[src/rtl/ihm_pkg.sv]
package ihm_pkg;

    localparam int unsigned IHM_N_IRQ    = 4;
    localparam int unsigned IHM_IRL_W    = 4;
    localparam int unsigned IHM_QUAL_CYC = 8;

    // Decoded mask-write command; set has priority over clear
    typedef enum logic [1:0] {
        OP_NONE = 2'b00,
        OP_CLR  = 2'b01,
        OP_SET  = 2'b10,
        OP_BOTH = 2'b11
    } mask_op_t;

    function automatic mask_op_t mask_op(input logic set_we, input logic clr_we);
        return mask_op_t'({set_we, clr_we});
    endfunction

    // Counter width able to hold the release threshold
    function automatic int unsigned rel_cnt_w(input int unsigned qual);
        return $clog2(qual + 2);
    endfunction

endpackage

[src/rtl/ihm_sync.sv]
module ihm_sync #(
    parameter int unsigned    W       = 8,
    parameter logic [W-1:0]   RST_VAL = '1
) (
    input  logic         clk,
    input  logic         rst,
    input  logic [W-1:0] d,
    output logic [W-1:0] q
);
    logic [W-1:0] stage1;

    always_ff @(posedge clk) begin
        if (rst) begin
            stage1 <= RST_VAL;
            q      <= RST_VAL;
        end else begin
            stage1 <= d;
            q      <= stage1;
        end
    end
endmodule

[src/rtl/ihm_release_qual.sv]
module ihm_release_qual
    import ihm_pkg::*;
#(
    parameter int unsigned N        = 19,
    parameter int unsigned QUAL_CYC = 8
) (
    input  logic         clk,
    input  logic         rst,
    input  logic [N-1:0] act,
    output logic [N-1:0] lvl
);
    localparam int unsigned      REL   = QUAL_CYC + 1;
    localparam int unsigned      CW    = rel_cnt_w(QUAL_CYC);
    localparam logic [CW-1:0]    REL_V = CW'(REL);

    for (genvar i = 0; i < N; i++) begin : g_src
        logic [CW-1:0] idle_cnt;

        always_ff @(posedge clk) begin
            if (rst) begin
                idle_cnt <= REL_V;
            end else if (act[i]) begin
                idle_cnt <= '0;
            end else if (idle_cnt != REL_V) begin
                idle_cnt <= idle_cnt + 1'b1;
            end
        end

        // Seen as requesting until the inactive run reaches the threshold
        assign lvl[i] = act[i] | (idle_cnt != REL_V);
    end
endmodule

[src/rtl/ihm_hold_mask.sv]
module ihm_hold_mask
    import ihm_pkg::*;
#(
    parameter int unsigned N = 19
) (
    input  logic         clk,
    input  logic         rst,
    input  logic [N-1:0] lvl,
    input  logic         set_we,
    input  logic         clr_we,
    input  logic [N-1:0] wdata,
    output logic [N-1:0] mask,
    output logic [N-1:0] held
);
    mask_op_t     op;
    logic [N-1:0] set_bits;
    logic [N-1:0] clr_bits;

    always_comb begin
        op       = mask_op(set_we, clr_we);
        set_bits = '0;
        clr_bits = '0;
        case (op)
            OP_SET,
            OP_BOTH: set_bits = wdata;
            OP_CLR:  clr_bits = wdata;
            default: ;
        endcase
    end

    always_ff @(posedge clk) begin
        if (rst) begin
            mask <= '1;
            held <= '0;
        end else begin
            mask <= (mask & ~clr_bits) | set_bits;
            held <= (held | (lvl & ~mask)) & ~set_bits;
        end
    end
endmodule

[src/rtl/level_irq_hold.sv]
module level_irq_hold
    import ihm_pkg::*;
#(
    parameter int unsigned N_IRQ    = IHM_N_IRQ,
    parameter int unsigned IRL_W    = IHM_IRL_W,
    parameter int unsigned QUAL_CYC = IHM_QUAL_CYC,
    localparam int unsigned N_SRC   = N_IRQ + (1 << IRL_W) - 1
) (
    input  logic             clk,
    input  logic             rst,
    input  logic [N_IRQ-1:0] irq_n,
    input  logic [IRL_W-1:0] irl_n,
    input  logic             mask_set_we,
    input  logic             mask_clr_we,
    input  logic [N_SRC-1:0] mask_wdata,
    output logic [N_SRC-1:0] mask_q,
    output logic [N_SRC-1:0] pending,
    output logic             int_req
);
    localparam int unsigned N_LVL  = (1 << IRL_W) - 1;
    localparam int unsigned SYNC_W = N_IRQ + IRL_W;

    logic [SYNC_W-1:0] sync_n;
    logic [IRL_W-1:0]  irl_lvl;
    logic [N_SRC-1:0]  src_act;
    logic [N_SRC-1:0]  src_lvl;
    logic [N_SRC-1:0]  held;

    ihm_sync #(.W(SYNC_W), .RST_VAL({SYNC_W{1'b1}})) u_sync (
        .clk (clk),
        .rst (rst),
        .d   ({irl_n, irq_n}),
        .q   (sync_n)
    );

    assign irl_lvl = ~sync_n[SYNC_W-1 -: IRL_W];

    for (genvar i = 0; i < N_IRQ; i++) begin : g_irq
        assign src_act[i] = ~sync_n[i];
    end

    for (genvar l = 1; l <= N_LVL; l++) begin : g_lvl
        assign src_act[N_IRQ + l - 1] = (irl_lvl == IRL_W'(l));
    end

    ihm_release_qual #(.N(N_SRC), .QUAL_CYC(QUAL_CYC)) u_qual (
        .clk (clk),
        .rst (rst),
        .act (src_act),
        .lvl (src_lvl)
    );

    ihm_hold_mask #(.N(N_SRC)) u_hold (
        .clk    (clk),
        .rst    (rst),
        .lvl    (src_lvl),
        .set_we (mask_set_we),
        .clr_we (mask_clr_we),
        .wdata  (mask_wdata),
        .mask   (mask_q),
        .held   (held)
    );

    assign pending = held & ~mask_q;
    assign int_req = |pending;
endmodule

[config.mk]
export PLATFORM = sky130hd
export DESIGN_NAME = level_irq_hold
export DESIGN_NICKNAME = d
export VERILOG_FILES = /design/src/rtl/ihm_pkg.sv /design/src/rtl/ihm_sync.sv /design/src/rtl/ihm_release_qual.sv /design/src/rtl/ihm_hold_mask.sv /design/src/rtl/level_irq_hold.sv
export SDC_FILE = /design/constraint.sdc
export NUM_CORES = 1
export LEC_CHECK = 0
export CORE_AREA = 4 4 88 123
export CTS_BUF_LIST = sky130_fd_sc_hd__clkbuf_4
export DETAILED_ROUTE_END_ITERATION = 12
export DIE_AREA = 0 0 92 127
export HOLD_SLACK_MARGIN = 0.06
export PLACE_DENSITY_LB_ADDON = 0.2
export SYNTH_ARGS = -nofsm -noshare
export SYNTH_HDL_FRONTEND = slang
export SYNTH_SLANG_ARGS = --single-unit
export TNS_END_PERCENT = 30
[constraint.sdc]
create_clock -name clk -period 2.3 [get_ports clk]
set_clock_uncertainty 0.05 [all_clocks]
set_input_delay 0.23 -clock clk [delete_from_list [all_inputs] [get_ports clk]]
set_output_delay 0.23 -clock clk [all_outputs]
set_load 0.1 [all_outputs]
==> qor.txt, run 1 <==
Post-synth EDFFs: 0
Fin crit period: 2.47 ns
Critical Path RT: 2.02 ns
Sequential Power Share: 0.449
Combinational power share: 0.336
Post-route antenna net violation count: 0
Pint: 0.00453 W
Synth area leader: dfxtp_1
# port buffers: 69
Hold Path Sink: u_sync.stage1[4]
Area of the multi-input gates: 0.00304 mm^2
Ys Warns: 0
NetSw: 0.00254 W
Slew headroom: 0.468
Skew-Pair Late Insertion Delay: 0.53 ns
Worst Hold Slack: 0.209 ns
Synth Net Count: 648
Post-Syn Area: 0.00567 mm^2
Fraction of layout cells with a size suffix above 1: 0.201
Ys async rst share: 0
Total iterations of the first detailed-routing run: 5
Sequential cell area: 0.00263 mm^2
Status: finished, violations left
Fmax: 405 MHz
Die ar.: 0.0117 mm^2
Number of global-route vias before repair: 4,394
Maxcap violations: 0
Num ports: 70
WL final: 11.8 mm
RSZ-0062 raised after global routing: yes
Reg2Reg Setup Slack: 0.60 ns
Cells after synthesis: 579
Post-synth top cells: dfxtp_1, o21bai_1, ha_1, nand2_1, inv_1
DR WL met2: 6.23 mm
Die Wd: 92 um
DP Wirelength: 8.49 mm
ANT cells: 0
#FFs+latches synth: 130
Drt via density: 5.48
Initial antenna violation count: 0
GR Overflow Total: 0
HP Class: in -> reg
First-pass GRT wire length: 19.8 mm
Fillers: 779
Nets@finish: 718
RR Endpoint: u_hold.held[15]
Area after DPL: 0.00658 mm^2
Seq/Total Area, Yosys: 0.459
Setup TNS: -0.170 ns
Clk pwr share: 0.215
Starting DRT DRC Count: 206
Total core area: 0.00979 mm^2
R2r startpoint: u_sync.q[4]
Chip Height: 127 um
TritonCTS buffer count: 17
VDD IR-drop max: 595 uV
Max-slew violation count: 0
Worst min-delay path startpoint: irl_n[0]
CP Class: reg -> out
Area Overhead vs Synth: 21.6%
TritonCTS clock tree: done
Clock transition at path regs: 0.10 ns
Crit. Startpoint: u_hold.held[14]
# rows: 43
Mean area per synthesized cell: 9.80 um^2
GPL Wtd Cong: 0.773
Most numerous cell in the Yosys netlist: dfxtp_1
Total Routing Usage GR: 0.211
Final Util: 0.704
Highest Signal Layer: met4
Failing checks: negative setup slack
Crit. End Element: output pin
Hold Vio Cnt, Final: 0
TritonCTS Sinks: 130
Register-to-Register Path Depth: 4
Hold Crit Depth: 2
Worst Path Max Fanout: 2
Post-route worst setup slack: -0.170 ns
Vias: 4,360
Commonest register cell after synthesis: dfxtp_1
Actual slew at the worst max-slew pin: 0.791 ns
Number of distinct library cells after synthesis: 27
Leakage power: 2.79 nW
Largest net degree at the start of global routing: 77
Area contributors post-synth: dfxtp_1, ha_1, o21bai_1
Post-CTS setup buffers: 0
Sw Share: 0.359
Top-area cell type share of the netlist area: 0.459
Routed len/inst: 14.8 um
Initial core utilization: 0.579
Design Area, Final: 0.00689 mm^2
Setup crit start kind: flop
DRC: 0
Final setup violation count: 1
CTS root buffer: clkbuf_4
Metal3 WL: 565 um
H-tree depth: 4
# hold bufs at CTS: 0
Final worst path period share: 1.07
Metal1 wirelength: 4.79 mm
PD cells: 1030 mW/mm^2
Clock Path Buffers: 2
Crit path DAT: 2.19 ns
[layout make-up]
type	instances	area share
sequential	130	0.381
timing repair buffer	75	0.0958
clock buffer	17	0.0185
clock inverter	14	0.0212
multi-input combinational	392	0.441
tap	135	0.0245
inverter	33	0.0180
[registers in the layout, indices dropped and copies added, names as in the netlist]
name and cells:
u_qual.g_src.idle_cnt 76, u_hold.held 19, u_hold.mask 19, u_sync.q 8, u_sync.stage1 8
[stage by stage]
stage,total power (W),setup WS [ns],std cells
4_1_cts,0.00712,-0.208,796
2_1_floorplan,0.00505,0.0539,579
3_3_place_gp,0.00539,0.280,765
6_report,0.00707,-0.170,796
3_5_place_dp,0.00559,0.272,765
5_1_grt,0.00760,-0.333,796
[per-layer routing]
| layer | vias to the layer above | track usage |
|---|---|---|
| li1 | 2171 | - |
| met1 | 2091 | 0.229 |
| met2 | 81 | 0.375 |
| met3 | 17 | 0.0748 |
| met4 | 0 | 0.0787 |
| met5 | - | 0 |
[cell usage in the layout (no fill, tap or decap), drive strengths merged, types with 14 or more instances in the layout]
master         count
a221o             18
dfxtp            130
xnor2             27
nand3b            15
nor2b             23
or2               16
a221oi            14
buf               46
nand3             19
nand2             38
clkbuf            17
nor3              25
a2111oi           15
inv               33
ha                38
xor2              30
nor2              29
clkdlybuf4s50     29
o21bai            44
[worst max-delay path, cell delays in order, from the launching register on]
cell,delay (ns)
dfxtp_2,0.33
nor2b_4,0.12
nor4_2,0.24
buf_4,0.15
nand4_1,0.16
or4_4,0.47
buf_12,0.18
[cells by family after synthesis]
logic type	count (synthesis)	synth area share
AO/OA/AOI/OAI	113	0.162
buffers and inverters	57	0.0377
XOR/XNOR	57	0.0880
AND/OR/NAND/NOR	184	0.170
adder cells (fa/ha/maj)	38	0.0838
flip-flops	130	0.459
[how the worst max path moves through the flow]
stage / to / depth (start not counted)
3_3_place_gp: int_req / 5
5_1_grt: int_req / 6
6_report: int_req / 6
2_1_floorplan: int_req / 4
4_1_cts: int_req / 6
3_5_place_dp: int_req / 5
[what timing repair did]
| item | 4_1_cts | 5_1_grt |
|---|---|---|
| resized for setup | 6 | 1 |
| pin swaps | 1 | 0 |
| cloned | 0 | 0 |
| endpoints found under the setup margin | 1 | 1 |
[power by group through the flow]
stage | Sequential [W] | Combinational [W] | Clock [W]
floorplan | 0.00326 | 0.00178 | 0
global placement | 0.00318 | 0.00221 | 0
detailed placement | 0.00322 | 0.00236 | 0
CTS | 0.00317 | 0.00239 | 0.00155
global route | 0.00324 | 0.00270 | 0.00166
finish | 0.00317 | 0.00237 | 0.00152
Note: power is estimated with default switching activity, not from simulation.
==> run 2, diff against run 1 <==
Settings changed: CAP_MARGIN set to 10, DONT_BUFFER_PORTS set to 1.
==> run 2 against run 1 <==
The flow still finishes with violations (negative setup slack). Final cell count is 2.0% higher. Clock-buffer cell count up 1. Sequential share of layout area shrank 1.0 points. Final area is 2.7% higher. Register-to-register slack got worse by 0.48 ns. Global-route usage rose by 1.3 points. Non-clock buffer count rose by 15. Hold slack got worse by 0.13 ns. Critical path depth is 1 lower. Routed wire length rose by 4.8%. Critical endpoint unchanged.
==> qor.txt, run 2 (synthesis results as in run 1) <==
Worst Path Max Fanout: 2
Actual slew at the worst max-slew pin: 0.989 ns
TritonCTS clock tree: done
Hold Vio Cnt, Final: 0
Fmax: 410 MHz
First-pass GRT wire length: 20.9 mm
GPL Wtd Cong: 0.752
Post-route worst setup slack: -0.136 ns
TritonCTS buffer count: 17
RSZ-0062 raised after global routing: yes
DRC: 0
Total iterations of the first detailed-routing run: 4
PD cells: 994 mW/mm^2
Largest registers: u_qual.g_src.idle_cnt x76, u_hold.held x19, u_hold.mask x19
Critical path buffer and inverter count: 1
H-tree depth: 4
Drt via density: 5.39
CP peak stage delay: 0.63 ns
Setup crit start kind: flop
GR Overflow Total: 0
Critical path's slowest cell: or4_4
Cell count after placement: 730
Chip Height: 127 um
Slew headroom: 0.339
Critical Path RT: 2.02 ns
Fraction of layout cells with a size suffix above 1: 0.201
Initial antenna violation count: 0
Max FFs per register: 76
Skew-Pair Late Insertion Delay: 0.53 ns
Maxcap violations: 0
Crit path DAT: 2.16 ns
Fin crit period: 2.44 ns
Crit. End Element: output pin
Clock transition at path regs: 0.12 ns
DP Wirelength: 8.00 mm
CTS root buffer: clkbuf_4
Routed len/inst: 15.2 um
Area Overhead vs Synth: 24.9%
Initial core utilization: 0.579
Status: finished, violations left
CP Class: reg -> out
WL final: 12.4 mm
HP Class: in -> reg
Number of global-route vias before repair: 4,446
Final worst path period share: 1.06
Failing checks: negative setup slack
# port buffers: 0
Cell family with most CP delay: simple AND/OR/NAND/NOR gates
Nets@finish: 733
Total core area: 0.00979 mm^2
Commonest non-fill, non-tap cells in the layout: dfxtp_1, dlygate4sd3_1, o21bai_1, buf_4
Layout Cells excl Fill: 812
Most common cell after layout, fill and taps aside: dfxtp_1
# rows: 43
Post-route antenna net violation count: 0
ANT cells: 0
TritonCTS Sinks: 130
Clock Path Buffers: 2
Final setup violation count: 1
Leakage power: 2.90 nW
Num ports: 70
Crit-path cells: nor2b_4 -> nor4_2 -> buf_4 -> nand4_1 -> or4_4
Starting DRT DRC Count: 210
Max-slew violation count: 0
Largest net degree at the start of global routing: 126
VDD IR-drop max: 703 uV
Overall power: 0.00704 W
Largest Register: u_qual.g_src.idle_cnt
Vias: 4,380
Total Routing Usage GR: 0.224
Die Wd: 92 um
Die ar.: 0.0117 mm^2
==> run 2: cell types whose count changed in the layout (fill, tap and decap cells not counted), moves of 2 or more <==
cell	before	now
dlygate4sd3_1	0	48
buf_4	44	40
clkinv_1	5	2
nor3_1	24	20
clkinvlp_4	3	5
clkinv_4	0	3
nor3_2	1	5
clkdlybuf4s50_1	29	0
==> run 2: where the power goes <==
| part | switching [W] | leakage, nW | total, W | internal, W |
|---|---|---|---|---|
| logic | 0.00129 | 1.70 | 0.00238 | 0.00109 |
| registers | 0.000447 | 1.06 | 0.00317 | 0.00272 |
| clock network | 0.000842 | 0.135 | 0.00149 | 0.000647 |
==> run 2: per-layer routing <==
metal | up-vias | global-route usage | routed length (um)
li1 | 2202 | - | -
met3 | 17 | 0.0654 | 639
met2 | 97 | 0.402 | 6470
met4 | 0 | 0.0761 | 216
met1 | 2064 | 0.252 | 5040
met5 | - | 0 | 0
==> run 2: what timing repair did <==
item,CTS,global route
buffers inserted,0,0
gates cloned,0,0
endpoints found under the hold margin,130,0
resized for setup,6,4
setup endpoints to repair,1,5
pin swaps,0,0
hold buffers,50,0
==> run 2: layout make-up <==
| cell class | count | area [um^2] |
|---|---|---|
| repair buffers | 90 | 828 |
| fillers | 760 | 2710 |
| clock buffers | 18 | 135 |
| multi-input cells | 392 | 3060 |
| inverters | 33 | 124 |
| flip-flops and latches | 130 | 2630 |
| clock inverters | 14 | 141 |
| well taps | 135 | 169 |
==> run 2: final timing paths <==
check | from | end | slack, ns | cells after the start
hold / removal | rst | u_qual.g_src[2].idle_cnt[0] | 0.08 | 2
setup / recovery | u_hold.held[14] | int_req | -0.14 | 5
hold reg to reg | u_sync.stage1[4] | u_sync.q[4] | 0.38 | 1
setup reg to reg | u_sync.q[5] | u_hold.held[8] | 0.12 | 5
==> run 2: worst register-to-register path, cell delays in order (launching register included) <==
cell	delay, ns
dfxtp_1	0.47
nand2b_1	0.17
nor2_1	0.44
o21bai_1	0.16
a221oi_1	0.25
dlygate4sd3_1	0.58
==> run 2: through the flow <==
step	util	cell area, um^2	hold slack [ns]	setup slack [ns]	TNS (ns)
floorplan	-	5840	0.279	0.0539	0
global placement	0.635	6220	0.265	0.304	0
detailed placement	0.635	6220	0.268	0.251	0
CTS	0.721	7060	0.104	-0.157	-0.157
global route	0.723	7080	0.0977	-0.286	-0.286
finish	0.723	7080	0.0824	-0.136	-0.136
==> run 3, diff against run 2 <==
Settings changed: SLEW_MARGIN set to 10.
==> results of run 3 <==
The final DEF is identical to that of run 2; final timing and power are the same.
